### config.mk
export PLATFORM = sky130hd
export DESIGN_NAME = lc_interval_timer
export DESIGN_NICKNAME = d
export VERILOG_FILES = /design/src/rtl/lct_pkg.sv /design/src/rtl/lct_decode.sv /design/src/rtl/lct_counter.sv /design/src/rtl/lct_ctrl.sv /design/src/rtl/lc_interval_timer.sv
export SDC_FILE = /design/constraint.sdc
export NUM_CORES = 1
export LEC_CHECK = 0
export BUFFER_PORTS_ARGS = -buffer_cell sky130_fd_sc_hd__buf_2
export CAP_MARGIN = 5
export CORE_AREA = 3 3 94 96
export CTS_BUF_LIST = sky130_fd_sc_hd__clkbuf_4 sky130_fd_sc_hd__clkbuf_8 sky130_fd_sc_hd__clkbuf_16
export DETAILED_ROUTE_END_ITERATION = 6
export DIE_AREA = 0 0 97 99
export GPL_ROUTABILITY_DRIVEN = 0
export PLACE_DENSITY = 0.81
export SLEW_MARGIN = 20
export SYNTH_ARGS = -nofsm -noshare
export SYNTH_HDL_FRONTEND = slang
export SYNTH_HIERARCHICAL = 1
export SYNTH_SLANG_ARGS = --single-unit
### constraint.sdc
create_clock -name clk -period 2.2 [get_ports clk]
set_input_delay 0.11 -clock clk [delete_from_list [all_inputs] [get_ports clk]]
set_output_delay 0.11 -clock clk [all_outputs]
set_load 0.005 [all_outputs]
### src/rtl/lct_pkg.sv
// Shared definitions for the limit-compare interval timer.
// Assumes a two-bit register address and a four-bit control field.
package lct_pkg;
    localparam int ADDR_W = 2;

    typedef enum logic [ADDR_W-1:0] {
        SEL_COUNT = 2'd0,
        SEL_CTRL  = 2'd1,
        SEL_LIMIT = 2'd2,
        SEL_NONE  = 2'd3
    } reg_sel_e;

    // Packed so that pend lands on bit 3 and ie on bit 0.
    typedef struct packed {
        logic pend;   // bit 3: sticky match flag
        logic wdog;   // bit 2: watchdog mode
        logic gate;   // bit 1: freeze while processor halted
        logic ie;     // bit 0: interrupt enable
    } ctrl_t;

    localparam int CTRL_W = $bits(ctrl_t);
endpackage

### src/rtl/lct_decode.sv
// Register address decode and read multiplexer.
// Produces one write strobe per register and a combinational read value.
// Assumes DATA_W >= CTRL_W; control bits above the field read zero.
module lct_decode
    import lct_pkg::*;
#(
    parameter int DATA_W = 32
) (
    input  logic [ADDR_W-1:0] addr,
    input  logic              we,
    input  logic [DATA_W-1:0] count,
    input  ctrl_t             ctrl,
    input  logic [DATA_W-1:0] limit,
    output logic              count_we,
    output logic              ctrl_we,
    output logic              limit_we,
    output logic [DATA_W-1:0] rdata
);
    localparam int PAD_W = DATA_W - CTRL_W;

    reg_sel_e sel;
    assign sel = reg_sel_e'(addr);

    // Write strobe generation per register
    always_comb begin
        count_we = we && (sel == SEL_COUNT);
        ctrl_we  = we && (sel == SEL_CTRL);
        limit_we = we && (sel == SEL_LIMIT);
    end

    // Read data selection
    always_comb begin
        unique case (sel)
            SEL_COUNT: rdata = count;
            SEL_CTRL:  rdata = {{PAD_W{1'b0}}, ctrl};
            SEL_LIMIT: rdata = limit;
            default:   rdata = '0;
        endcase
    end
endmodule

### src/rtl/lct_counter.sv
// Up-counter with limit compare and the limit register.
// Advances each cycle unless halt gating is on and the halt input is high.
// On an advancing cycle with count == limit it wraps to zero and flags a match.
// A software count write overrides the advance in that cycle.
module lct_counter #(
    parameter int DATA_W = 32
) (
    input  logic              clk,
    input  logic              rst_n,
    input  logic              halt,
    input  logic              gate_en,
    input  logic              count_we,
    input  logic              limit_we,
    input  logic [DATA_W-1:0] wdata,
    output logic [DATA_W-1:0] count_o,
    output logic [DATA_W-1:0] limit_o,
    output logic              match_o
);
    logic [DATA_W-1:0] count_q;
    logic [DATA_W-1:0] limit_q;
    logic              advance;
    logic              at_limit;

    assign advance  = !(gate_en && halt);
    assign at_limit = (count_q == limit_q);
    assign match_o  = advance && at_limit;
    assign count_o  = count_q;
    assign limit_o  = limit_q;

    // Count register: write, wrap or increment
    always_ff @(posedge clk) begin
        if (!rst_n)
            count_q <= '0;
        else if (count_we)
            count_q <= wdata;
        else if (advance)
            count_q <= at_limit ? '0 : count_q + 1'b1;
    end

    // Limit register: software-loaded only
    always_ff @(posedge clk) begin
        if (!rst_n)
            limit_q <= '0;
        else if (limit_we)
            limit_q <= wdata;
    end


    wrap_to_zero_chk: assert property (@(posedge clk) disable iff (!rst_n)
        (advance && at_limit && !count_we) |=> (count_q == '0));


    halt_hold_chk: assert property (@(posedge clk) disable iff (!rst_n)
        (gate_en && halt && !count_we) |=> $stable(count_q));


    count_write_chk: assert property (@(posedge clk) disable iff (!rst_n)
        count_we |=> (count_q == $past(wdata)));
endmodule

### src/rtl/lct_ctrl.sv
// Control register, sticky pending flag and registered outputs.
// Assumes the match input is a single-cycle strobe per advancing compare hit.
// A match sets pending even when a control write clears it in the same cycle.
module lct_ctrl
    import lct_pkg::*;
(
    input  logic              clk,
    input  logic              rst_n,
    input  logic              ctrl_we,
    input  logic [CTRL_W-1:0] wdata,
    input  logic              match,
    output ctrl_t             ctrl_o,
    output logic              irq_o,
    output logic              wdog_o
);
    ctrl_t ctrl_q;
    logic  irq_q;
    logic  wdog_q;

    assign ctrl_o = ctrl_q;
    assign irq_o  = irq_q;
    assign wdog_o = wdog_q;

    // Control fields: software write, then a match forces pending high
    always_ff @(posedge clk) begin
        if (!rst_n) begin
            ctrl_q <= '0;
        end else begin
            if (ctrl_we)
                ctrl_q <= ctrl_t'(wdata);
            if (match)
                ctrl_q.pend <= 1'b1;
        end
    end

    // Interrupt line: registered AND of pending and enable
    always_ff @(posedge clk) begin
        if (!rst_n)
            irq_q <= 1'b0;
        else
            irq_q <= ctrl_q.pend & ctrl_q.ie;
    end

    // Reset request: one cycle after a match in watchdog mode
    always_ff @(posedge clk) begin
        if (!rst_n)
            wdog_q <= 1'b0;
        else
            wdog_q <= match & ctrl_q.wdog;
    end


    match_sets_pend_chk: assert property (@(posedge clk) disable iff (!rst_n)
        match |=> ctrl_q.pend);


    pend_sticky_chk: assert property (@(posedge clk) disable iff (!rst_n)
        (!match && !ctrl_we) |=> $stable(ctrl_q.pend));


    irq_follow_chk: assert property (@(posedge clk) disable iff (!rst_n)
        (ctrl_q.pend && ctrl_q.ie) |=> irq_q);


    irq_masked_chk: assert property (@(posedge clk) disable iff (!rst_n)
        !ctrl_q.ie |=> !irq_q);


    wdog_mode_chk: assert property (@(posedge clk) disable iff (!rst_n)
        !ctrl_q.wdog |=> !wdog_q);
endmodule

### src/rtl/lc_interval_timer.sv
// Limit-compare interval timer: top level.
// Ties the register decode, counter and control blocks together.
// Assumes a single-cycle register access with combinational read data.
module lc_interval_timer
    import lct_pkg::*;
#(
    parameter int DATA_W = 32
) (
    input  logic              clk,
    input  logic              rst_n,
    input  logic              cpu_halted,
    input  logic [ADDR_W-1:0] reg_addr,
    input  logic              reg_we,
    input  logic [DATA_W-1:0] reg_wdata,
    output logic [DATA_W-1:0] reg_rdata,
    output logic              irq,
    output logic              wdog_rst_req
);
    logic [DATA_W-1:0] count;
    logic [DATA_W-1:0] limit;
    ctrl_t             ctrl;
    logic              count_we;
    logic              ctrl_we;
    logic              limit_we;
    logic              match;

    lct_decode #(.DATA_W(DATA_W)) u_decode (
        .addr     (reg_addr),
        .we       (reg_we),
        .count    (count),
        .ctrl     (ctrl),
        .limit    (limit),
        .count_we (count_we),
        .ctrl_we  (ctrl_we),
        .limit_we (limit_we),
        .rdata    (reg_rdata)
    );

    lct_counter #(.DATA_W(DATA_W)) u_counter (
        .clk      (clk),
        .rst_n    (rst_n),
        .halt     (cpu_halted),
        .gate_en  (ctrl.gate),
        .count_we (count_we),
        .limit_we (limit_we),
        .wdata    (reg_wdata),
        .count_o  (count),
        .limit_o  (limit),
        .match_o  (match)
    );

    lct_ctrl u_ctrl (
        .clk     (clk),
        .rst_n   (rst_n),
        .ctrl_we (ctrl_we),
        .wdata   (reg_wdata[CTRL_W-1:0]),
        .match   (match),
        .ctrl_o  (ctrl),
        .irq_o   (irq),
        .wdog_o  (wdog_rst_req)
    );


    reset_quiet_chk: assert property (@(posedge clk)
        !rst_n |=> (!irq && !wdog_rst_req));
endmodule

# ---- Word level (Yosys, flattened, before mapping)
# Index checks and enable logic that the tools add are counted.
dict set report op_classes {
  addsub 1
  n_mul 0
  div_mod_pow 0
  magnitude_cmp 0
  n_eq_ne 4
  shifts 0
  muxes 6
  bitwise_logic 2
  reduce_logical 8
}
# op count
set ops {}
lappend ops {{32-bit 2-to-1 mux} 3}
lappend ops {{32-bit case mux with 3 select lines} 1}
lappend ops {{32-bit by 1-bit adder with 32-bit output (second input constant)} 1}
lappend ops {{32-bit == test} 1}
lappend ops {{1-bit logical AND} 5}
lappend ops {{4-bit 2-to-1 mux} 1}
lappend ops {{1-bit AND} 2}
lappend ops {{2-bit by 1-bit == test with 1-bit output (second input constant)} 1}
lappend ops {{2-bit == test (second input constant)} 1}
lappend ops {{2-bit logical NOT} 1}
lappend ops {{2-bit inequality test (second input constant)} 1}
lappend ops {{2-bit nonzero test} 1}
lappend ops {{1-bit logical NOT} 1}
lappend ops {{1-bit 2-to-1 mux} 1}
dict set report totals {
  reg_bits 70
  latchBits 0
  mem_bits_rw 0
  rom_bits 0
  inputBits 38
  out_inout_bits 34
  elab_cells 29
  n_memories 0
}

# ---- Depth between registers and ports, before layout
# Gate-level depths: netlist of the first run.
dict set report depth {
  ltp_word 4
  mapped_depth 9
  mapped_depth_nobuf 7
}

# ---- Cells and area by module
# Netlist of the first run, hierarchy kept.
# mod n_inst cells_each area_each_um2 seq_area_each_um2
set by_module_without_submodules {}
lappend by_module_without_submodules {lct_counter 1 467 3839.9 1281.2}
lappend by_module_without_submodules {lct_decode 1 76 580.6 0.0}
lappend by_module_without_submodules {lct_ctrl 1 16 203.9 120.1}

# ---- Least setup slack after synthesis of the first run
# No wires, ideal clock.
dict set report synth_timing {
  kind {register to register}
  from {reg u_counter.count_q[0] (netlist: u_counter/count_o[0])}
  to {reg u_counter.count_q[22] (netlist: u_counter/count_o[22])}
  setup_ps 58
  t_arrival_ps 1935
  path_slack_ps 207
  path_stages_with_launch 8
  synth_period_minus_slack_ps 1993
  path_cell_list {dfxtp_1 -> ha_1 -> nand3_2 -> nor4_4 -> nand3_2 -> or4_1 -> a211oi_1 -> o21a_1}
}
dict set report synth_via {
  elab_chain_cells 4
  elab_cells_between_ends 5
  cone_classes {1 x add/sub; 1 x eq/ne; 3 x mux}
}
# element line_no
set synth_lines {}
lappend synth_lines {{start, declared} lct_counter.sv:19} ;# logic [DATA_W-1:0] count_q;
lappend synth_lines {{start signal, assigned} lct_counter.sv:35} ;# count_q <= wdata;
lappend synth_lines {{start signal, assigned} lct_counter.sv:37} ;# count_q <= at_limit ? '0 : count_q + 1'b1;
lappend synth_lines {{32-bit by 1-bit adder with 32-bit output or 32-bit == test (tied branches)} {lct_counter.sv:37, lct_counter.sv:25}}
lappend synth_lines {{32-bit 2-to-1 mux (*)} lct_counter.sv:37}
lappend synth_lines {{32-bit 2-to-1 mux (*)} lct_counter.sv:36} ;# else if (advance)
lappend synth_lines {{32-bit 2-to-1 mux (*)} lct_counter.sv:34} ;# else if (count_we)
# Every way passes the cells marked *; elsewhere a longest branch is shown, timed or not. The select of a mux whose other input is x is not followed.
# A chain may end at the register's enable or synchronous reset.

# ---- Final worst setup path of the first run
dict set report layout_timing {
  from {reg u_counter.count_q[5] (netlist: u_counter/count_o[5])}
  to {reg u_counter.count_q[24] (netlist: u_counter/count_o[24])}
}
# The elaborated chain is that of the path after synthesis.

==> impl_metrics.env, run 1 <==
export IMPL_timing_critical_path_from_type="register"
export IMPL_number_of_endpoints_with_negative_hold_slack_in_the_final_report=0
export IMPL_required_ps=2440
export IMPL_grt_use_met2_pct=42.36
export IMPL_timing_final_max_slew_violations=0
export IMPL_finalWorstPathRequiredPeriod_ps=2157
export IMPL_postCtsHoldBufs=0
export IMPL_worst_endpoint_arrival_ps=2400
export IMPL_drt_drc_violations_left=0
export IMPL_r2r_cells=7
export IMPL_insertedDiodeCount=0
export IMPL_global_route_usage_met1_pct=32.43
export IMPL_synthesis_area_sq_um=4624
export IMPL_detail_route_antenna_nets=0
export IMPL_groute_usage_overall_pct=25.86
export IMPL_hold_path_class="in -> reg"
export IMPL_timing_clock_skew_ps=7.589
export IMPL_tritoncts="done"
export IMPL_portBuffers=71
export IMPL_postSynth_asyncResetShare_pct=0
export IMPL_worstPathMaxFanout=8
export IMPL_power_ir_vdd_worst_v=0.0003263
export IMPL_rows=33
export IMPL_grt_start_max_net_pins=72
export IMPL_routed_wire_length_mm=12.75
export IMPL_floorplan_die_height_um=99
export IMPL_synth_yosys_warnings=6
export IMPL_vias=4467
export IMPL_clk_pin_slew_worst_paths_ps=80
export IMPL_die_area_sq_um=9603
export IMPL_number_of_max_capacitance_violations_reported=0
export IMPL_grt_setup_unrepaired="true"
export IMPL_grt_first_pass_wirelength_mm=20.37
export IMPL_setup_total_negative_slack_ps=0
export IMPL_busiest_layer="met2"
export IMPL_outcome="completed"
export IMPL_timing_hold_ws_ps=31.71
export IMPL_numCtsBuffers=9
export IMPL_hpwlAfterDp_mm=8.867
export IMPL_maxSlewHeadroom_pct=58.71
export IMPL_grt_pass1_vias=4228
export IMPL_postSynth_topFlopCell="dfxtp_1"
export IMPL_post_synth_top_area_cell="dfxtp_1"
export IMPL_hold_path_depth=3
export IMPL_yosys_top_cells_count="72 x mux2i_1, 70 x dfxtp_1, 52 x nand2_1, 39 x o21ai_0"
export IMPL_synth_avg_cell_area_sq_um=8.273
export IMPL_cts_htree_levels=3
export IMPL_end_kind="register"
export IMPL_timing_critical_path_slowest_cell_delay_ps=530
export IMPL_static_leakage_nw=2.247
export IMPL_drtPass1Iterations=5
export IMPL_cts_root_buffer="clkbuf_8"
export IMPL_worstMarginPinSlew_ps=619.3
export IMPL_netlist_top_cells_area="dfxtp_1 30%, mux2i_1 16%, xor2_1 6.3%"
export IMPL_drive_gt1_share_pct=22.77
export IMPL_syn_num_nets=598
export IMPL_grt_antenna_before_repair=0
export IMPL_yosysUniqueCellTypes=52
export IMPL_power_per_cell_area_nw_per_um2=596.9
export IMPL_wl_per_cell_um=17.39
export IMPL_syn2layout_area_growth_pct=16.86
export IMPL_final_core_util_pct=66.44
export IMPL_coreArea_sq_um=8134
export IMPL_critPathSlowestCell="nor4_1"
export IMPL_synthMostInstantiatedCell="mux2i_1"
export IMPL_grt_use_met3_pct=4.034
export IMPL_clock_sinks=70
export IMPL_ys_seq_elements=70
export IMPL_synthCells=559
export IMPL_initial_utilization_pct=56.85
export IMPL_overflow=0
export IMPL_cell_chain_of_the_critical_path="and3_1 > buf_4 > nand3_1 > nor4_1 > mux2i_1 > nor3_1 > o21a_1"
export IMPL_synth_top_area_share_pct=30.30
export IMPL_io_pin_count=72
export IMPL_nets=662
export IMPL_drt_initial_drc_count=313
export IMPL_vias_per_cell=6.094
export IMPL_die_width_um=97
export IMPL_share_of_synthesized_area_occupied_by_flip_flops_and_latches_pct=30.30
export IMPL_synth_edff_count=0
export IMPL_clk_path_buf_depth=2
export IMPL_final_min_period_over_clock_period_pct=98.04
export IMPL_setup_violations_final=0
export IMPL_path_class="reg -> reg"
export IMPL_worstSkewPairLatency_ps=350
export IMPL_achievable_frequency_ghz=0.4636
-- flip-flops by register name, summed over array words and instances (netlist names) --
register           flops
u_counter/count_o     32
u_ctrl/irq_o           1
u_ctrl/ctrl_o          4
u_ctrl/wdog_o          1
u_counter/limit_o     32
-- final cells by class --
| class | instances | area, sq um |
|---|---|---|
| Tap cell | 105 | 131.4 |
| Clock inverter | 3 | 90.09 |
| Clock buffer | 13 | 166.4 |
| Multi-Input combinational cell | 437 | 2977 |
| Timing Repair Buffer | 100 | 610.6 |
| Sequential cell | 70 | 1410 |
| Fill cell | 652 | 2730 |
| Inverter | 5 | 18.77 |
-- worst paths after layout --
check / start / to / slack [ps]
worst max-delay path: u_counter/count_o[5]$_SDFFE_PN0P_ / u_counter/count_o[24]$_SDFFE_PN0P_ / 40
worst min-delay path: reg_wdata[12] / u_counter/limit_o[12]$_SDFFE_PN0P_ / 30
worst max register to register: u_counter/count_o[5]$_SDFFE_PN0P_ / u_counter/count_o[24]$_SDFFE_PN0P_ / 40
worst min register to register: u_ctrl/ctrl_o[3]$_SDFFE_PN0P_ / u_ctrl/irq_o$_SDFF_PN0_ / 510
-- kinds of logic after synthesis --
group | synth area share [%]
adders and majority gates | 0.2705
xor gates and xnor gates | 7.008
DFF | 30.30
buffers and inverters | 6.304
and+or+nand+nor | 25.60
AOI/OAI and AO/OA | 14.61
muxes | 15.91
-- per-stage QoR --
step	area, sq um	setup WS [ps]	total power [mW]	std cells
3_5_place_dp	5094	6.972	1.890	716
3_3_place_gp	5094	141.3	1.869	716
4_1_cts	5358	10.38	3.210	733
6_report	5404	43.08	3.226	733
2_1_floorplan	4624	206.6	1.715	559
5_1_grt	5404	-34.45	3.326	733
-- layer usage --
metal	wire length (um)	up-vias	share of wire [%]
met5	0	-	0
met4	556	0	4.4
met3	851	47	6.7
met2	5944	202	47
met1	5396	2094	42
li1	-	2124	-
-- power breakdown --
| group | leakage (nW) | switching, mW | total (mW) | internal, mW |
|---|---|---|---|---|
| Combinational | 1.54 | 0.272 | 0.495 | 0.223 |
| Sequential | 0.573 | 0.0699 | 1.39 | 1.32 |
| Clock | 0.131 | 0.497 | 1.34 | 0.842 |
-- worst max-delay path, delay by kind of cell (launching register included) --
| kind | cells | cell delay, ps |
|---|---|---|
| flops | 1 | 470 |
| buf+inv | 1 | 170 |
| simple gates | 4 | 970 |
| compound gates | 1 | 170 |
| mux | 1 | 260 |
-- layout by cell type, fill, tap and decap left out, types with 4 or more instances in the layout --
master / netlist / final
a211oi_1: 5 / 4
a21o_1: 5 / 5
a21oi_1: 21 / 21
a31oi_1: 5 / 5
and3_1: 6 / 6
buf_2: 11 / 71
buf_4: 1 / 26
clkbuf_8: 0 / 11
dfxtp_1: 70 / 63
dfxtp_2: 0 / 7
inv_1: 5 / 5
mux2i_1: 72 / 72
nand2_1: 52 / 52
nand3_1: 9 / 9
nand4_1: 11 / 11
nor2_1: 35 / 35
nor2b_1: 35 / 35
nor3_1: 16 / 16
nor4_1: 16 / 12
nor4_2: 0 / 4
o211ai_1: 5 / 5
o21a_1: 19 / 19
o21ai_0: 39 / 39
o2bb2ai_1: 4 / 4
or3_1: 6 / 6
or4_1: 11 / 11
xnor2_1: 4 / 4
xor2_1: 33 / 33
-- timing repair --
action                                  CTS  global route
endpoints found under the setup margin    1            31
resized for setup                         0            14
hold endpoints to repair                  0             0
pin swaps                                 1             1
setup buffers                             1             0
Note: power is estimated with default switching activity, not from simulation.
==> inputs of run 2 (changes only) <==
Settings changed: SLEW_MARGIN 20 to not set.
Clock period 2.2 ns to 2 ns, I/O delays scaled along.
==> run 2 against run 1 <==
  * The run now ends with setup timing left
  * Utilization up 3.7 points
  * First-iteration DRC count up 26%
  * Sequential power up 9%
  * Die area unchanged
  * Cell count up 3.4%
  * Non-clock buffer count up 25
  * Combinational power up 22%
  * Critical path type unchanged
  * Worst setup slack worse by 110 ps
  * Fmax up 4.1%
  * Register-to-register slack worse by 110 ps
  * Clock skew up 3.3 ps
  * Clock power about the same
==> impl_metrics.env, run 2 (synthesis results as in run 1) <==
export IMPL_outcome="complete, but fails checks"
export IMPL_failed_checks="setup timing"
export IMPL_initial_utilization_pct=56.85
export IMPL_timing_hold_ws_ps=16.39
export IMPL_cts_htree_levels=3
export IMPL_finalWorstPathRequiredPeriod_ps=2071
export IMPL_grt_antenna_before_repair=0
export IMPL_clk_pin_slew_worst_paths_ps=80
export IMPL_grt_pass1_vias=4362
export IMPL_insertedDiodeCount=0
export IMPL_grt_start_max_net_pins=54
export IMPL_vias=4697
export IMPL_cts_root_buffer="clkbuf_8"
export IMPL_hpwlAfterDp_mm=9.257
export IMPL_timing_clock_skew_ps=10.93
export IMPL_floorplan_die_height_um=99
export IMPL_hold_path_class="in -> reg"
export IMPL_final_min_period_over_clock_period_pct=103.6
export IMPL_vias_per_cell=6.197
export IMPL_worstSkewPairLatency_ps=360
export IMPL_worst_endpoint_arrival_ps=2320
export IMPL_number_of_endpoints_with_negative_hold_slack_in_the_final_report=0
export IMPL_crit_buf_inv=2
export IMPL_die_width_um=97
export IMPL_static_leakage_nw=2.376
export IMPL_postCtsHoldBufs=0
export IMPL_routed_wire_length_mm=13.74
export IMPL_drt_drc_violations_left=0
export IMPL_clk_path_buf_depth=2
export IMPL_drtPass1Iterations=7
export IMPL_fillerInstances=599
export IMPL_rows=33
export IMPL_critPathSlowestCell="nor4_2"
export IMPL_numCtsBuffers=9
export IMPL_drive_gt1_share_pct=29.25
export IMPL_clock_sinks=70
export IMPL_portBuffers=71
export IMPL_timing_critical_path_from_type="register"
export IMPL_fin_total_pwr_mw=3.476
export IMPL_critical_path_origin="u_counter/count_o[0]$_SDFFE_PN0P_"
export IMPL_required_ps=2240
export IMPL_critical_path_most_common_cell="buf_6"
export IMPL_grt_first_pass_wirelength_mm=21.27
export IMPL_coreArea_sq_um=8134
export IMPL_most_frequent_cells_in_the_layout="72 x buf_2, 72 x mux2i_1, 53 x dfxtp_1, 52 x nand2_1, 46 x buf_4"
export IMPL_nets=687
export IMPL_syn2layout_area_growth_pct=23.32
export IMPL_end_kind="register"
export IMPL_setup_violations_final=21
export IMPL_hold_start="reg_wdata[12]"
export IMPL_timing_critical_path_slowest_cell_delay_ps=360
export IMPL_path_class="reg -> reg"
export IMPL_final_core_util_pct=70.11
export IMPL_timing_critical_path_max_delay_family="simple AND/OR/NAND/NOR gates"
export IMPL_wl_per_cell_um=18.12
export IMPL_maxSlewHeadroom_pct=61.02
export IMPL_io_pin_count=72
export IMPL_overflow=0
export IMPL_die_area_sq_um=9603
export IMPL_post_route_worst_setup_slack_ps=-71.37
export IMPL_setup_total_negative_slack_ps=-621.6
export IMPL_power_per_cell_area_nw_per_um2=609.5
export IMPL_groute_usage_overall_pct=27.07
export IMPL_power_ir_vdd_worst_v=0.0003672
export IMPL_worstMarginPinSlew_ps=584.1
export IMPL_timing_final_max_slew_violations=0
export IMPL_pre_cts_slack_ps=-66.36
export IMPL_regToRegStartpoint="u_counter/count_o[0]$_SDFFE_PN0P_"
export IMPL_grt_setup_unrepaired="true"
export IMPL_number_of_max_capacitance_violations_reported=0
export IMPL_worstPathMaxFanout=15
export IMPL_tritoncts="done"
export IMPL_drt_initial_drc_count=394
export IMPL_achievable_frequency_ghz=0.4828
export IMPL_cell_chain_of_the_critical_path="buf_6 > xor2_4 > nor4_2 > nand4_1 > nor2_4 > buf_6 > nor3_1 > o21a_1"
export IMPL_detail_route_antenna_nets=0
-- run 2: changes by cell type in the layout (fill, tap and decap cells not counted), moves of 4 or more --
cell     change
buf_4       +20
dfxtp_2      +8
xor2_1       -6
dfxtp_1     -10
xor2_2       +5
buf_6        +4
-- run 2: metal layers --
layer	wire (um)	vias to the layer above	global-route usage, %	share of wire [%]
li1	-	2166	-	-
met1	5624	2211	33.95	41
met2	6520	257	43.68	47
met3	959	63	5.520	7.0
met4	634	0	14.90	4.6
met5	0	-	0	0
-- run 2: power breakdown --
part	total, mW	leakage, nW	internal, mW	switching [mW]
clock network	1.35	0.116	0.771	0.578
registers	1.52	0.578	1.45	0.0703
logic	0.603	1.68	0.275	0.328
total	3.48	2.38	2.50	0.976
-- run 2: through the flow --
stage                     instance area (sq um)  cells
after global placement                     5251    737
final                                      5703    758
after detailed placement                   5251    737
after floorplan                            4624    559
after global routing                       5703    758
after CTS                                  5517    754
-- run 2: area by class of cell --
class,instances,area [sq um],share of cell area (%)
multi-input combinational,437,3082,54.04
sequential,70,1428,25.03
timing repair buffer,125,810.8,14.22
clock buffer,11,151.4,2.655
tap,105,131.4,2.304
clock inverter,5,81.33,1.426
inverter,5,18.77,0.3291
-- run 2: worst register-to-register path, cell delays in order (launching register included) --
cell and delay (ps):
dfxtp_2 340, buf_6 140, xor2_4 160, nor4_2 360, nand4_1 240, nor2_4 250, buf_6 210, nor3_1 80
o21a_1 190
-- run 2: path summary, 6_finish.rpt --
check / cells past startpoint / slack, ps / to
min reg2reg: 1 / 500 / u_ctrl/irq_o$_SDFF_PN0_
max reg2reg: 8 / -70 / u_counter/count_o[25]$_SDFFE_PN0P_
max: 8 / -70 / u_counter/count_o[25]$_SDFFE_PN0P_
min: 3 / 20 / u_counter/limit_o[12]$_SDFFE_PN0P_
-- run 2: what timing repair did --
item / in CTS / in global routing
gates resized for setup: 8 / 38
setup endpoints to repair: 14 / 23
setup buffers: 1 / 3
pin swaps: 2 / 12
gates cloned: 0 / 1
